[src/rtl/wct_pkg.sv]
package wct_pkg;

   localparam int HDR_BITS = 28;

   typedef enum logic [3:0] {
      KIND_WRITE = 4'h0,
      KIND_FENCE = 4'h4,
      KIND_IRQ   = 4'h6
   } rsp_kind_e;

   typedef struct packed {
      logic [1:0]  chan;
      logic        rsv_a;
      logic        hit;
      logic        packed_fmt;
      logic        rsv_b;
      logic [1:0]  line_code;
      logic [3:0]  kind;
      logic [15:0] meta;
   } rsp_hdr_t;

endpackage

[src/rtl/wct_rsp_decode.sv]
module wct_rsp_decode
   import wct_pkg::*;
#(
   parameter int TAG_W     = 4,
   parameter int CNT_W     = 3,
   parameter bit PACKED_EN = 1'b1
) (
   input  logic                 rsp_vld,
   input  logic [HDR_BITS-1:0]  rsp_hdr,
   output logic                 wr_vld,
   output logic                 fence_vld,
   output logic [TAG_W-1:0]     tag,
   output logic [CNT_W-1:0]     dec,
   output logic                 size_bad
);

   rsp_hdr_t h;
   assign h         = rsp_hdr_t'(rsp_hdr);
   assign wr_vld    = rsp_vld && (h.kind == KIND_WRITE);
   assign fence_vld = rsp_vld && (h.kind == KIND_FENCE);
   assign tag       = h.meta[TAG_W-1:0];

   if (PACKED_EN) begin : g_packed
      always_comb begin
         dec      = CNT_W'(1);
         size_bad = 1'b0;
         if (h.packed_fmt) begin
            unique case (h.line_code)
               2'd0:    dec = CNT_W'(1);
               2'd1:    dec = CNT_W'(2);
               2'd3:    dec = CNT_W'(4);
               default: size_bad = 1'b1;
            endcase
         end
      end
   end else begin : g_unpacked_only
      assign dec      = CNT_W'(1);
      assign size_bad = h.packed_fmt;
   end

endmodule

[src/rtl/wct_cnt_bank.sv]
module wct_cnt_bank #(
   parameter int NTAG  = 16,
   parameter int TAG_W = 4,
   parameter int CNT_W = 3
) (
   input  logic                    clk,
   input  logic                    rst_n,
   input  logic                    ld_en,
   input  logic [TAG_W-1:0]        ld_tag,
   input  logic [CNT_W-1:0]        ld_val,
   input  logic                    sub_en,
   input  logic [TAG_W-1:0]        sub_tag,
   input  logic [CNT_W-1:0]        sub_val,
   output logic [NTAG*CNT_W-1:0]   cnt_flat
);

   for (genvar i = 0; i < NTAG; i++) begin : g_tag
      logic [CNT_W-1:0] cnt_q;
      always_ff @(posedge clk or negedge rst_n) begin
         if (!rst_n)
            cnt_q <= '0;
         else if (ld_en && (ld_tag == TAG_W'(i)))
            cnt_q <= ld_val;
         else if (sub_en && (sub_tag == TAG_W'(i)))
            cnt_q <= cnt_q - sub_val;
      end
      assign cnt_flat[i*CNT_W +: CNT_W] = cnt_q;
   end

endmodule

[src/rtl/wcomp_tracker.sv]
module wcomp_tracker
   import wct_pkg::*;
#(
   parameter int TAG_W     = 4,
   parameter int CNT_W     = 3,
   parameter int HDR_W     = 28,
   parameter bit PACKED_EN = 1'b1
) (
   input  logic              clk,
   input  logic              rst_n,
   input  logic              iss_vld,
   input  logic [TAG_W-1:0]  iss_tag,
   input  logic [CNT_W-1:0]  iss_lines,
   input  logic              rsp_vld,
   input  logic [HDR_W-1:0]  rsp_hdr,
   output logic              done_vld,
   output logic [TAG_W-1:0]  done_tag,
   output logic              fence_done,
   output logic              err_flag
);

   localparam int NTAG = 1 << TAG_W;

   if (CNT_W < 3) begin : g_bad_cnt
      $error("CNT_W must be at least 3 to hold a four-line burst");
   end
   if (HDR_W != HDR_BITS) begin : g_bad_hdr
      $error("HDR_W must match the response header layout");
   end
   if (TAG_W < 1 || TAG_W > 16) begin : g_bad_tag
      $error("TAG_W must lie within the metadata field");
   end

   logic              wr_vld, fence_vld, size_bad;
   logic [TAG_W-1:0]  r_tag;
   logic [CNT_W-1:0]  r_dec, cur;
   logic [NTAG*CNT_W-1:0] cnt_flat;
   logic              accept, reject, hits_zero;

   wct_rsp_decode #(.TAG_W(TAG_W), .CNT_W(CNT_W), .PACKED_EN(PACKED_EN)) u_dec (
      .rsp_vld   (rsp_vld),
      .rsp_hdr   (rsp_hdr),
      .wr_vld    (wr_vld),
      .fence_vld (fence_vld),
      .tag       (r_tag),
      .dec       (r_dec),
      .size_bad  (size_bad)
   );

   assign cur       = cnt_flat[r_tag*CNT_W +: CNT_W];
   assign accept    = wr_vld && !size_bad && (cur != '0) && (r_dec <= cur);
   assign reject    = wr_vld && !accept;
   assign hits_zero = accept && (cur == r_dec);

   wct_cnt_bank #(.NTAG(NTAG), .TAG_W(TAG_W), .CNT_W(CNT_W)) u_bank (
      .clk      (clk),
      .rst_n    (rst_n),
      .ld_en    (iss_vld),
      .ld_tag   (iss_tag),
      .ld_val   (iss_lines),
      .sub_en   (accept),
      .sub_tag  (r_tag),
      .sub_val  (r_dec),
      .cnt_flat (cnt_flat)
   );

   always_ff @(posedge clk or negedge rst_n) begin
      if (!rst_n) begin
         done_vld   <= 1'b0;
         done_tag   <= '0;
         fence_done <= 1'b0;
         err_flag   <= 1'b0;
      end else begin
         done_vld   <= hits_zero;
         if (hits_zero) done_tag <= r_tag;
         fence_done <= fence_vld;
         err_flag   <= err_flag | reject;
      end
   end

endmodule

[config.mk]
export PLATFORM = sky130hd
export DESIGN_NAME = wcomp_tracker
export DESIGN_NICKNAME = d
export VERILOG_FILES = /design/src/rtl/wct_pkg.sv /design/src/rtl/wct_rsp_decode.sv /design/src/rtl/wct_cnt_bank.sv /design/src/rtl/wcomp_tracker.sv
export SDC_FILE = /design/constraint.sdc
export NUM_CORES = 1
export LEC_CHECK = 0
export ABC_AREA = 1
export BUFFER_PORTS_ARGS = -buffer_cell sky130_fd_sc_hd__buf_2
export CELL_PAD_IN_SITES_DETAIL_PLACEMENT = 0
export CELL_PAD_IN_SITES_GLOBAL_PLACEMENT = 1
export CORE_MARGIN = 2
export CORE_UTILIZATION = 35
export DETAILED_ROUTE_END_ITERATION = 10
export PLACE_DENSITY_LB_ADDON = 0.1
export SLEW_MARGIN = 40
export SYNTH_ARGS = -nofsm -noshare
export SYNTH_HDL_FRONTEND = slang
export SYNTH_SLANG_ARGS = --single-unit
[constraint.sdc]
create_clock -name clk -period 2.3 [get_ports clk]
set_input_delay 0.575 -clock clk [delete_from_list [all_inputs] [get_ports clk]]
set_output_delay 0.575 -clock clk [all_outputs]
set_load 0.01 [all_outputs]
==> results of run 1 <==
cell families (layout without fill, tap and decap cells):
kind of cell	after synthesis	in the layout	share of synthesized area (%)
compound gates	36	36	3.96
xor+xnor	27	27	5.02
fa+ha+maj	35	35	11.9
flops	55	55	29.2
mux	29	29	6.17
buf+inv	70	168	6.65
simple gates	384	384	37.1
worst max-delay path by stage:
stage	from	end	slack, ns	depth (start not counted)
2_1_floorplan	rsp_hdr[0]	u_bank.g_tag[12].cnt_q[2]$_DFFE_PN0P_	-0.19	21
3_3_place_gp	rsp_hdr[0]	u_bank.g_tag[9].cnt_q[1]$_DFFE_PN0P_	-0.56	20
3_5_place_dp	rsp_hdr[0]	u_bank.g_tag[8].cnt_q[2]$_DFFE_PN0P_	-0.58	20
4_1_cts	rsp_hdr[0]	u_bank.g_tag[2].cnt_q[0]$_DFFE_PN0P_	-0.06	21
5_1_grt	rsp_hdr[0]	u_bank.g_tag[2].cnt_q[2]$_DFFE_PN0P_	-0.23	21
6_report	rsp_hdr[0]	u_bank.g_tag[14].cnt_q[2]$_DFFE_PN0P_	-0.11	21
routing by layer:
layer / global-route usage [%] / vias to the layer above / wire length [um]
li1: - / 2220 / -
met1: 27.6 / 2100 / 6700
met2: 37.0 / 71 / 7450
met3: 3.23 / 21 / 416
met4: 6.91 / 0 / 410
met5: 0 / - / 0
worst reg2reg max path, cell delays in order (launching register included):
cell and delay [ns]:
sky130_fd_sc_hd__dfrtp_1 0.45, sky130_fd_sc_hd__nand2_2 0.09, sky130_fd_sc_hd__nand2_1 0.04, sky130_fd_sc_hd__nand2_1 0.05, sky130_fd_sc_hd__nand2_1 0.05, sky130_fd_sc_hd__nand2_1 0.06, sky130_fd_sc_hd__nand2_2 0.08, sky130_fd_sc_hd__nor2_4 0.13
sky130_fd_sc_hd__inv_2 0.06, sky130_fd_sc_hd__ha_4 0.15, sky130_fd_sc_hd__nand3b_1 0.16, sky130_fd_sc_hd__a21oi_2 0.19, sky130_fd_sc_hd__nor2_4 0.06, sky130_fd_sc_hd__buf_8 0.14, sky130_fd_sc_hd__buf_4 0.14, sky130_fd_sc_hd__nand3_4 0.11
sky130_fd_sc_hd__nand2_4 0.08, sky130_fd_sc_hd__nand2_2 0.06, sky130_fd_sc_hd__nand2_1 0.04
where the power goes:
group | switching [mW] | internal (mW) | leakage (nW)
Clock | 0.380 | 0.543 | 0.0868
Combinational | 1.44 | 1.36 | 2.50
Sequential | 0.324 | 1.32 | 0.698
Total | 2.14 | 3.22 | 3.29
sequential cells by signal, indices dropped and copies added, names as in the netlist:
signal              count
u_bank.g_tag.cnt_q     48
done_tag                4
done_vld                1
err_flag                1
fence_done              1
cell usage in the layout (no fill, tap or decap), types with 22 or more instances in the layout:
master	instances
sky130_fd_sc_hd__buf_4	61
sky130_fd_sc_hd__mux2i_1	29
sky130_fd_sc_hd__nand2_1	194
sky130_fd_sc_hd__xnor2_1	22
sky130_fd_sc_hd__nor2_1	41
sky130_fd_sc_hd__inv_1	51
sky130_fd_sc_hd__nand2_2	54
sky130_fd_sc_hd__buf_2	27
sky130_fd_sc_hd__dfrtp_1	55
sky130_fd_sc_hd__nand3_1	46
what timing repair did:
action,4_1_cts,5_1_grt
setup endpoints to repair,52,54
pin swaps,16,26
resized for setup,46,53
cloned,3,1
setup buffers,9,7
area by class of cell:
| type | count | area, um2 |
|---|---|---|
| fill | 1340 | 6930 |
| clock inverter | 2 | 35.0 |
| sequential | 55 | 1380 |
| timing repair buffer | 102 | 873 |
| multi-input combinational | 511 | 3360 |
| tap | 176 | 220 |
| inverter | 56 | 229 |
| clock buffer | 6 | 139 |
| timing repair inverter | 2 | 25.0 |
per-stage QoR:
step	worst slack, ns	power (mW)	instance area [um2]	hold WS, ns
finish	-0.109	5.37	6260	0.210
global route	-0.231	5.85	6260	0.224
CTS	-0.0627	5.22	5980	0.215
detailed placement	-0.576	4.13	5510	0.448
global placement	-0.558	4.07	5510	0.444
floorplan	-0.187	3.41	4810	0.279
==> results.cfg, run 1 <==
[route]
wl_per_cell_um = 16.5
routed_wl_mm = 15.0
detail_route.first_pass.iterations = 5
vias_after_detailed_routing = 4412
initial_drc_count = 219
post_drt_via_cell_ratio = 4.85
drt_drc_violations_left = 0
drtAntennaViolNets = 0

[synth]
synthCells = 636
syn-mean-instance-area_um2 = 7.40
synth_flop_cell = sky130_fd_sc_hd__dfrtp_1
synth_top_cells_by_count = sky130_fd_sc_hd__nand2_1 (241), sky130_fd_sc_hd__nand3_1 (59), sky130_fd_sc_hd__dfrtp_1 (55)
post-synth-top-area-cell = sky130_fd_sc_hd__dfrtp_1
syn-num-nets = 710
synth_largest_type_area_fraction_pct = 29.2
mappedNetlistArea_um2 = 4710
yosys.cell_count.top_type = sky130_fd_sc_hd__nand2_1
synth-async-reset-ratio_pct = 100
number_of_synthesized_register_bits = 55
synth_enable_flop_cells = 0
yosys_warnings = 0
synth.area.top_cells = sky130_fd_sc_hd__dfrtp_1 (29%), sky130_fd_sc_hd__nand2_1 (19%), sky130_fd_sc_hd__fa_1 (6.8%), sky130_fd_sc_hd__nand3_1 (6.3%), sky130_fd_sc_hd__mux2i_1 (6.2%)
synth.yosys.seq_area_share_pct = 29.2
yosys.cell_types.count = 31

[floorplanning]
design.die.area_um2 = 14400
rows = 42
die_width_um = 120
floorplan.io_pins = 46
chipHeight_um = 120
core_um2 = 13200
start_util_pct = 35.7

[placed_design]
dp_hpwl_mm = 11.0
final_gp_congestion = 0.837
buffer_ports.inserted = 28
post-place-cells = 883

[sta]
final.setup.tns_ns = -2.88
finalSetupViolCount = 43
max_slew.worst_pin.slew_ns = 0.583
hold_violations = 0
timing.clock.skew_ns = 0.00789
final_period_minus_worst_setup_slack_ns = 2.41
relSlewSlack_pct = 61.0
postLayoutSetupSlackWorst_ns = -0.109
timing.final.crit_share_pct = 105
max_freq_mhz = 415
rsz0062_at_grt = yes
timing_max_transition_violations_final = 0

[worst_setup_path]
cp_num_buf_inv = 6
cp_slowest_cell = sky130_fd_sc_hd__a21oi_2
r2r_slack_ns = 0.05
criticalPathCategory = input port to flip-flop
r2r.worst_path.cells = 18
critical_path.max_stage_delay_ns = 0.19
crit_arrival_ns = 2.61
timing.critical_path.max_delay_family = simple AND/OR/NAND/NOR gates
timing.critical_path.to_type = flip-flop
worst-endpoint-required_ns = 2.50
critical_path.reg2reg.startpoint = u_bank.g_tag[14].cnt_q[0]$_DFFE_PN0P_
crit_chain = buf_12 -> buf_16 -> inv_16 -> nand2_1 -> nand2_1 -> nand2_1 -> nand2_1 -> nand2_1 -> nand2_2 -> nor2_4 -> inv_2 -> ha_4 -> nand3b_1 -> a21oi_2 -> nor2_4 -> buf_8 -> buf_4 -> nand3_4 -> nand2_4 -> nand2_2 -> nand2_1
startpoint_type = input port
cp_common_cell = sky130_fd_sc_hd__nand2_1
critical_path.reg2reg.endpoint = u_bank.g_tag[14].cnt_q[2]$_DFFE_PN0P_
worst-path-max-fanout = 9

[clock_tree]
path_clk_slew_ns = 0.07
cts_tree = built
cts_buffers = 5
clk_path_buf_depth = 2
cts.htree.levels = 2
post_cts_hold_buffer_count = 0
clk_root_buffer_cell = sky130_fd_sc_hd__clkbuf_16
clock_insertion_delay_worst_skew_ns = 0.31
cts.sink_count = 55

[run]
max_cap_viol_count = 0

[grt]
grt.overflow.total = 0
vias_in_the_first_global_route = 4378
groute.usage.overall_pct = 21.5
global_route_wire_length_before_repair_mm = 23.4
antenna_found_initial = 0
grt_start_max_net_pins = 29

[pwr]
leakage_nw = 3.29
pwr_density_cell_nw_per_um2 = 857
max-vdd-ir-drop_uv = 443

[run_status]
violations_in_the_final_reports = setup timing
run_status = finished with violations

[final_layout]
area.growth.synth_to_final_pct = 33.0
number_of_diodes = 0
finalNetCount = 807
finish.cell_count_without_fillers = 910
finish.utilization_pct = 47.4
post_route_cells_drive_above_1_share_pct = 29.6

[worst_hold_path]
hold_class = input port to asynchronous set/reset pin
(Power assumes the default switching activity.)
==> run 2, diff against run 1 <==
--- a/config.mk
+++ b/config.mk
@@ -7,13 +7,9 @@
 export LEC_CHECK = 0
 export ABC_AREA = 1
 export BUFFER_PORTS_ARGS = -buffer_cell sky130_fd_sc_hd__buf_2
-export CELL_PAD_IN_SITES_DETAIL_PLACEMENT = 0
-export CELL_PAD_IN_SITES_GLOBAL_PLACEMENT = 1
 export CORE_MARGIN = 2
 export CORE_UTILIZATION = 35
 export DETAILED_ROUTE_END_ITERATION = 10
-export PLACE_DENSITY_LB_ADDON = 0.1
-export SLEW_MARGIN = 40
 export SYNTH_ARGS = -nofsm -noshare
 export SYNTH_HDL_FRONTEND = slang
 export SYNTH_SLANG_ARGS = --single-unit
==> constraint.sdc (replaced) <==
create_clock -name clk -period 2.94 [get_ports clk]
set_input_delay 0.735 -clock clk [delete_from_list [all_inputs] [get_ports clk]]
set_output_delay 0.735 -clock clk [all_outputs]
set_load 0.01 [all_outputs]
==> run 2 against run 1 <==
  * The run now ends clean
  * Global-route usage decreased by 3.2 points
  * Clock skew is 0.0011 ns higher
  * Hold slack better by 0.12 ns
  * Critical endpoint is now u_bank.g_tag[8].cnt_q[1]$_DFFE_PN0P_
  * Largest cell class unchanged
==> results.cfg, run 2 (synthesis results as in run 1) <==
[worst_setup_path]
timing.critical_path.max_delay_family = simple AND/OR/NAND/NOR gates
worst-endpoint-required_ns = 3.18
startpoint_type = input port
r2r.worst_path.cells = 16
cp_num_cells = 18
critical_path.reg2reg.endpoint = u_bank.g_tag[8].cnt_q[1]$_DFFE_PN0P_
worstSetupEndpoint = u_bank.g_tag[8].cnt_q[1]$_DFFE_PN0P_
critical_path.reg2reg.startpoint = u_bank.g_tag[6].cnt_q[2]$_DFFE_PN0P_
worst-path-max-fanout = 16
cp_slowest_cell = sky130_fd_sc_hd__ha_1
cp_num_buf_inv = 3
crit_chain = buf_2 -> buf_4 -> nand2_1 -> nand2_1 -> nand2_1 -> nand2_1 -> nand2_1 -> nand2_1 -> nor2_4 -> ha_1 -> a21oi_1 -> a21oi_1 -> nor2_4 -> buf_12 -> nand3_1 -> nand2_1 -> nand2_1 -> nand2_1
crit_arrival_ns = 3.02
timing.critical_path.to_type = flip-flop
timing.critical_path.from = rsp_hdr[0]
r2r_slack_ns = 0.51
criticalPathCategory = input port to flip-flop
cp_common_cell = sky130_fd_sc_hd__nand2_1
critical_path.max_stage_delay_ns = 0.33

[pwr]
max-vdd-ir-drop_uv = 281
leakage_nw = 2.94
pwr_density_cell_nw_per_um2 = 680
total_power_mw = 3.66

[clock_tree]
cts_buffers = 5
cts_tree = built
cts.sink_count = 55
clk_path_buf_depth = 2
postCtsSetupBuffers = 0
clk_root_buffer_cell = sky130_fd_sc_hd__clkbuf_16
path_clk_slew_ns = 0.06
clock_insertion_delay_worst_skew_ns = 0.30
cts.htree.levels = 2

[route]
wl_per_cell_um = 14.6
post_drt_via_cell_ratio = 4.99
drtAntennaViolNets = 0
initial_drc_count = 239
drt_drc_violations_left = 0
vias_after_detailed_routing = 4303
routed_wl_mm = 12.6
detail_route.first_pass.iterations = 5

[final_layout]
regMostFlops = u_bank.g_tag.cnt_q
largest_register_ff_count = 48
layout_top_registers = u_bank.g_tag.cnt_q x48, done_tag x4
finalNetCount = 759
fillCellCount = 1341
final_cell_mix = sky130_fd_sc_hd__nand2_1 (239), sky130_fd_sc_hd__nand3_1 (55), sky130_fd_sc_hd__dfrtp_1 (55)
area.growth.synth_to_final_pct = 14.3
post_route_cells_drive_above_1_share_pct = 15.5
number_of_diodes = 0
final_common_cell = sky130_fd_sc_hd__nand2_1

[sta]
max_slew.worst_pin.slew_ns = 0.634
max_freq_mhz = 359
timing.final.crit_share_pct = 94.8
timing_max_transition_violations_final = 0
timing.clock.skew_ns = 0.00897
finalSetupViolCount = 0
postLayoutSetupSlackWorst_ns = 0.154
final_period_minus_worst_setup_slack_ns = 2.79
rsz0062_at_grt = yes
relSlewSlack_pct = 57.4
final.setup.tns_ns = 0
hold_violations = 0

[floorplanning]
design.die.area_um2 = 14400
die_width_um = 120
chipHeight_um = 120
rows = 42
start_util_pct = 35.7
floorplan.io_pins = 46
core_um2 = 13200

[grt]
vias_in_the_first_global_route = 4252
antenna_found_initial = 0
grt_start_max_net_pins = 26
global_route_wire_length_before_repair_mm = 20.8
grt.overflow.total = 0
groute.usage.overall_pct = 18.3

[placed_design]
dp_hpwl_mm = 9.66
buffer_ports.inserted = 28
place_ws_ns = -0.165
final_gp_congestion = 0.861

[run]
max_cap_viol_count = 0

[worst_hold_path]
hold_class = input port to asynchronous set/reset pin

[run_status]
run_status = finished, final reports clean
## run 2: cell count changes in the layout (fill, tap and decap cells not counted), sizes merged
cell / before / now
buf: 102 / 56
inv: 57 / 55
bufinv: 1 / 0
clkbuf: 6 / 7
## run 2: timing repair
action,4_1_cts,5_1_grt
resized for setup,0,7
hold buffers,0,0
endpoints found under the setup margin,0,18
## run 2: per-layer routing
| layer | share of wire [%] | GRT usage (%) | vias up |
|---|---|---|---|
| li1 | - | - | 2119 |
| met1 | 44 | 23.9 | 2052 |
| met2 | 49 | 31.4 | 108 |
| met3 | 4.6 | 2.33 | 24 |
| met4 | 2.1 | 5.88 | 0 |
| met5 | 0 | 0 | - |
## run 2: final cells by class
| cell class | instances | area (um2) | share of cell area [%] |
|---|---|---|---|
| Sequential cell | 55 | 1380 | 25.6 |
| Multi-Input combinational cell | 511 | 3060 | 56.8 |
| Clock inverter | 1 | 5.00 | 0.0930 |
| Inverter | 56 | 215 | 4.00 |
| Tap cell | 176 | 220 | 4.09 |
| Clock buffer | 7 | 133 | 2.47 |
| Timing Repair Buffer | 56 | 375 | 6.98 |
## run 2: how the worst min path moves through the flow
stage / startpoint / end / cells past startpoint
floorplan: rst_n / done_tag[0]$_DFFE_PN0P_ / 0
global placement: err_flag$_DFF_PN0_ / err_flag$_DFF_PN0_ / 1
detailed placement: done_tag[3]$_DFFE_PN0P_ / done_tag[3]$_DFFE_PN0P_ / 2
CTS: rst_n / done_tag[1]$_DFFE_PN0P_ / 1
global route: rst_n / done_vld$_DFF_PN0_ / 1
finish: rst_n / u_bank.g_tag[12].cnt_q[1]$_DFFE_PN0P_ / 1
## run 2: stage by stage
stage	cells	hold slack [ns]	utilization [%]	instance area, um2
2_1_floorplan	636	0.439	-	4720
3_3_place_gp	854	0.449	39.5	5210
3_5_place_dp	854	0.480	39.5	5210
4_1_cts	862	0.343	40.6	5350
5_1_grt	862	0.358	40.8	5380
6_report	862	0.332	40.8	5380
## run 2: report_power, final
group,internal [mW],total [mW],switching [mW]
registers,1.03,1.29,0.254
clock network,0.316,0.594,0.278
logic,0.800,1.78,0.975
==> run 3, diff against run 2 <==
--- a/config.mk
+++ b/config.mk
@@ -7,6 +7,7 @@
 export LEC_CHECK = 0
 export ABC_AREA = 1
 export BUFFER_PORTS_ARGS = -buffer_cell sky130_fd_sc_hd__buf_2
+export CORE_ASPECT_RATIO = 0.6
 export CORE_MARGIN = 2
 export CORE_UTILIZATION = 35
 export DETAILED_ROUTE_END_ITERATION = 10
==> constraint.sdc (replaced) <==
create_clock -name clk -period 2.94 [get_ports clk]
set_input_delay 0.735 -clock clk [delete_from_list [all_inputs] [get_ports clk]]
set_output_delay 0.735 -clock clk [all_outputs]
set_load 0.1 [all_outputs]
==> run 3 against run 2 <==
  * Die area is 0.21% higher
  * Utilization is 1.3 points higher
  * Critical path depth is 1 lower
  * Largest power group unchanged
==> results.cfg, run 3 (synthesis results as in run 1) <==
[sta]
timing_max_transition_violations_final = 0
timing.clock.skew_ns = 0.00504
postLayoutSetupSlackWorst_ns = 0.0912
finalSetupViolCount = 0
rsz0062_at_grt = yes
final_period_minus_worst_setup_slack_ns = 2.85
timing.final.crit_share_pct = 96.9
max_freq_mhz = 351
max_slew.worst_pin.slew_ns = 0.656
relSlewSlack_pct = 56.2
hold_violations = 0

[route]
drtAntennaViolNets = 0
wl_per_cell_um = 15.9
routed_wl_mm = 13.7
initial_drc_count = 286
drt_drc_violations_left = 0
vias_after_detailed_routing = 4397
detail_route.first_pass.iterations = 5
post_drt_via_cell_ratio = 5.08

[grt]
grt.overflow.total = 0
grt_start_max_net_pins = 56
groute.usage.overall_pct = 19.8
vias_in_the_first_global_route = 4237
global_route_wire_length_before_repair_mm = 22.2
antenna_found_initial = 0

[floorplanning]
rows = 32
core_um2 = 13000
start_util_pct = 36.3
floorplan.io_pins = 46
chipHeight_um = 93.8
design.die.area_um2 = 14400
die_width_um = 154

[pwr]
total_power_mw = 3.78
pwr_density_cell_nw_per_um2 = 693
p_clk_share_pct = 16.0
intPower_mw = 2.16
leakage_nw = 2.99
max-vdd-ir-drop_uv = 273
swShare_pct = 42.8
sequentialPowerShare_pct = 34.0
comb_power_share_pct = 50.0
power.net_switching_mw = 1.62

[final_layout]
post_route_cells_drive_above_1_share_pct = 16.3
regMostFlops = u_bank.g_tag.cnt_q
finish.utilization_pct = 42.1
finalNetCount = 768
area.growth.synth_to_final_pct = 16.0
largest_register_ff_count = 48
final_common_cell = sky130_fd_sc_hd__nand2_1
fillCellCount = 1352
layout_top_registers = u_bank.g_tag.cnt_q x48, done_tag x4
final_cell_mix = sky130_fd_sc_hd__nand2_1 (239), sky130_fd_sc_hd__nand3_1 (59), sky130_fd_sc_hd__dfrtp_1 (55)
number_of_diodes = 0
finish.cell_count_without_fillers = 865

[clock_tree]
clk_root_buffer_cell = sky130_fd_sc_hd__clkbuf_16
cts.htree.levels = 2
clk_path_buf_depth = 2
path_clk_slew_ns = 0.07
clock_insertion_delay_worst_skew_ns = 0.30
cts.sink_count = 55
post_cts_hold_buffer_count = 0
cts_buffers = 5
cts_tree = built

[worst_setup_path]
startpoint_type = input port
worst-path-max-fanout = 16
crit_arrival_ns = 3.04
timing.critical_path.to_type = flip-flop
criticalPathCategory = input port to flip-flop
worst-endpoint-required_ns = 3.13

[placed_design]
place_ws_ns = -0.245
dp_hpwl_mm = 10.4
final_gp_congestion = 0.885
post-place-cells = 855
buffer_ports.inserted = 28

[run_status]
run_status = finished, final reports clean

[worst_hold_path]
hold_class = input port to asynchronous set/reset pin

[run]
max_cap_viol_count = 0
[run 3: area by class of cell]
cell class	count	area, um2	area share (%)
clock buffers	7	133	2.43
flip-flops and latches	55	1380	25.2
repair buffers	64	448	8.20
multi-input cells	512	3070	56.2
well taps	170	213	3.89
clock inverters	1	5.00	0.0916
inverters	56	215	3.94
[run 3: stage by stage]
stage,cell area [um2],hold slack (ns),setup TNS (ns)
finish,5460,0.436,0
global route,5460,0.457,-0.251
CTS,5410,0.449,0
detailed placement,5270,0.441,-8.12
global placement,5270,0.433,-7.13
floorplan,4720,0.439,0
[run 3: timing repair]
item | CTS | global route
buffers inserted | 0 | 1
setup endpoints to repair | 0 | 54
gates resized for setup | 0 | 11
[run 3: worst paths after layout]
kind                       cells after the start                                  from                               endpoint  slack, ns
max in group asynchronous                      2                                 rst_n  u_bank.g_tag[10].cnt_q[1]$_DFFE_PN0P_       2.25
setup reg to reg                              15  u_bank.g_tag[5].cnt_q[2]$_DFFE_PN0P_   u_bank.g_tag[8].cnt_q[1]$_DFFE_PN0P_       0.46
setup / recovery                              17                            rsp_hdr[0]   u_bank.g_tag[8].cnt_q[1]$_DFFE_PN0P_       0.09
hold / removal                                 2                                 rst_n  u_bank.g_tag[12].cnt_q[1]$_DFFE_PN0P_       0.44
min in group clk                               1                    err_flag$_DFF_PN0_                     err_flag$_DFF_PN0_       0.45
hold reg to reg                                1                    err_flag$_DFF_PN0_                     err_flag$_DFF_PN0_       0.45
[run 3: layer usage]
layer  share of wire [%]  track usage [%]  vias up  wire length, um
met5                   0                0        -                0
met4                 1.2             3.29        0              171
met3                 8.7             4.34       19             1190
met2                  39             28.0      178             5390
met1                  51             30.9     2056             6980
li1                    -                -     2144                -
[run 3: power groups by stage]
stage / sequential (mW) / combinational (mW) / clock [mW]
2_1_floorplan: 1.28 / 1.41 / 0
3_3_place_gp: 1.29 / 1.75 / 0
3_5_place_dp: 1.29 / 1.84 / 0
4_1_cts: 1.28 / 1.85 / 0.628
5_1_grt: 1.32 / 2.18 / 0.657
6_report: 1.29 / 1.89 / 0.606
[run 3: worst max-delay path: stages]
cell                      delay (ns)
sky130_fd_sc_hd__buf_2          0.20
sky130_fd_sc_hd__buf_12         0.17
sky130_fd_sc_hd__nand2_1        0.06
sky130_fd_sc_hd__nand2_1        0.10
sky130_fd_sc_hd__nand2_1        0.06
sky130_fd_sc_hd__nand2_1        0.09
sky130_fd_sc_hd__nand2_1        0.05
sky130_fd_sc_hd__nand2_1        0.10
sky130_fd_sc_hd__nor2_4         0.06
sky130_fd_sc_hd__ha_1           0.34
sky130_fd_sc_hd__a21oi_2        0.20
sky130_fd_sc_hd__a21oi_4        0.10
sky130_fd_sc_hd__nor2_4         0.18
sky130_fd_sc_hd__nand3_1        0.24
sky130_fd_sc_hd__buf_4          0.22
sky130_fd_sc_hd__nand3_1        0.06
sky130_fd_sc_hd__nand2_1        0.07
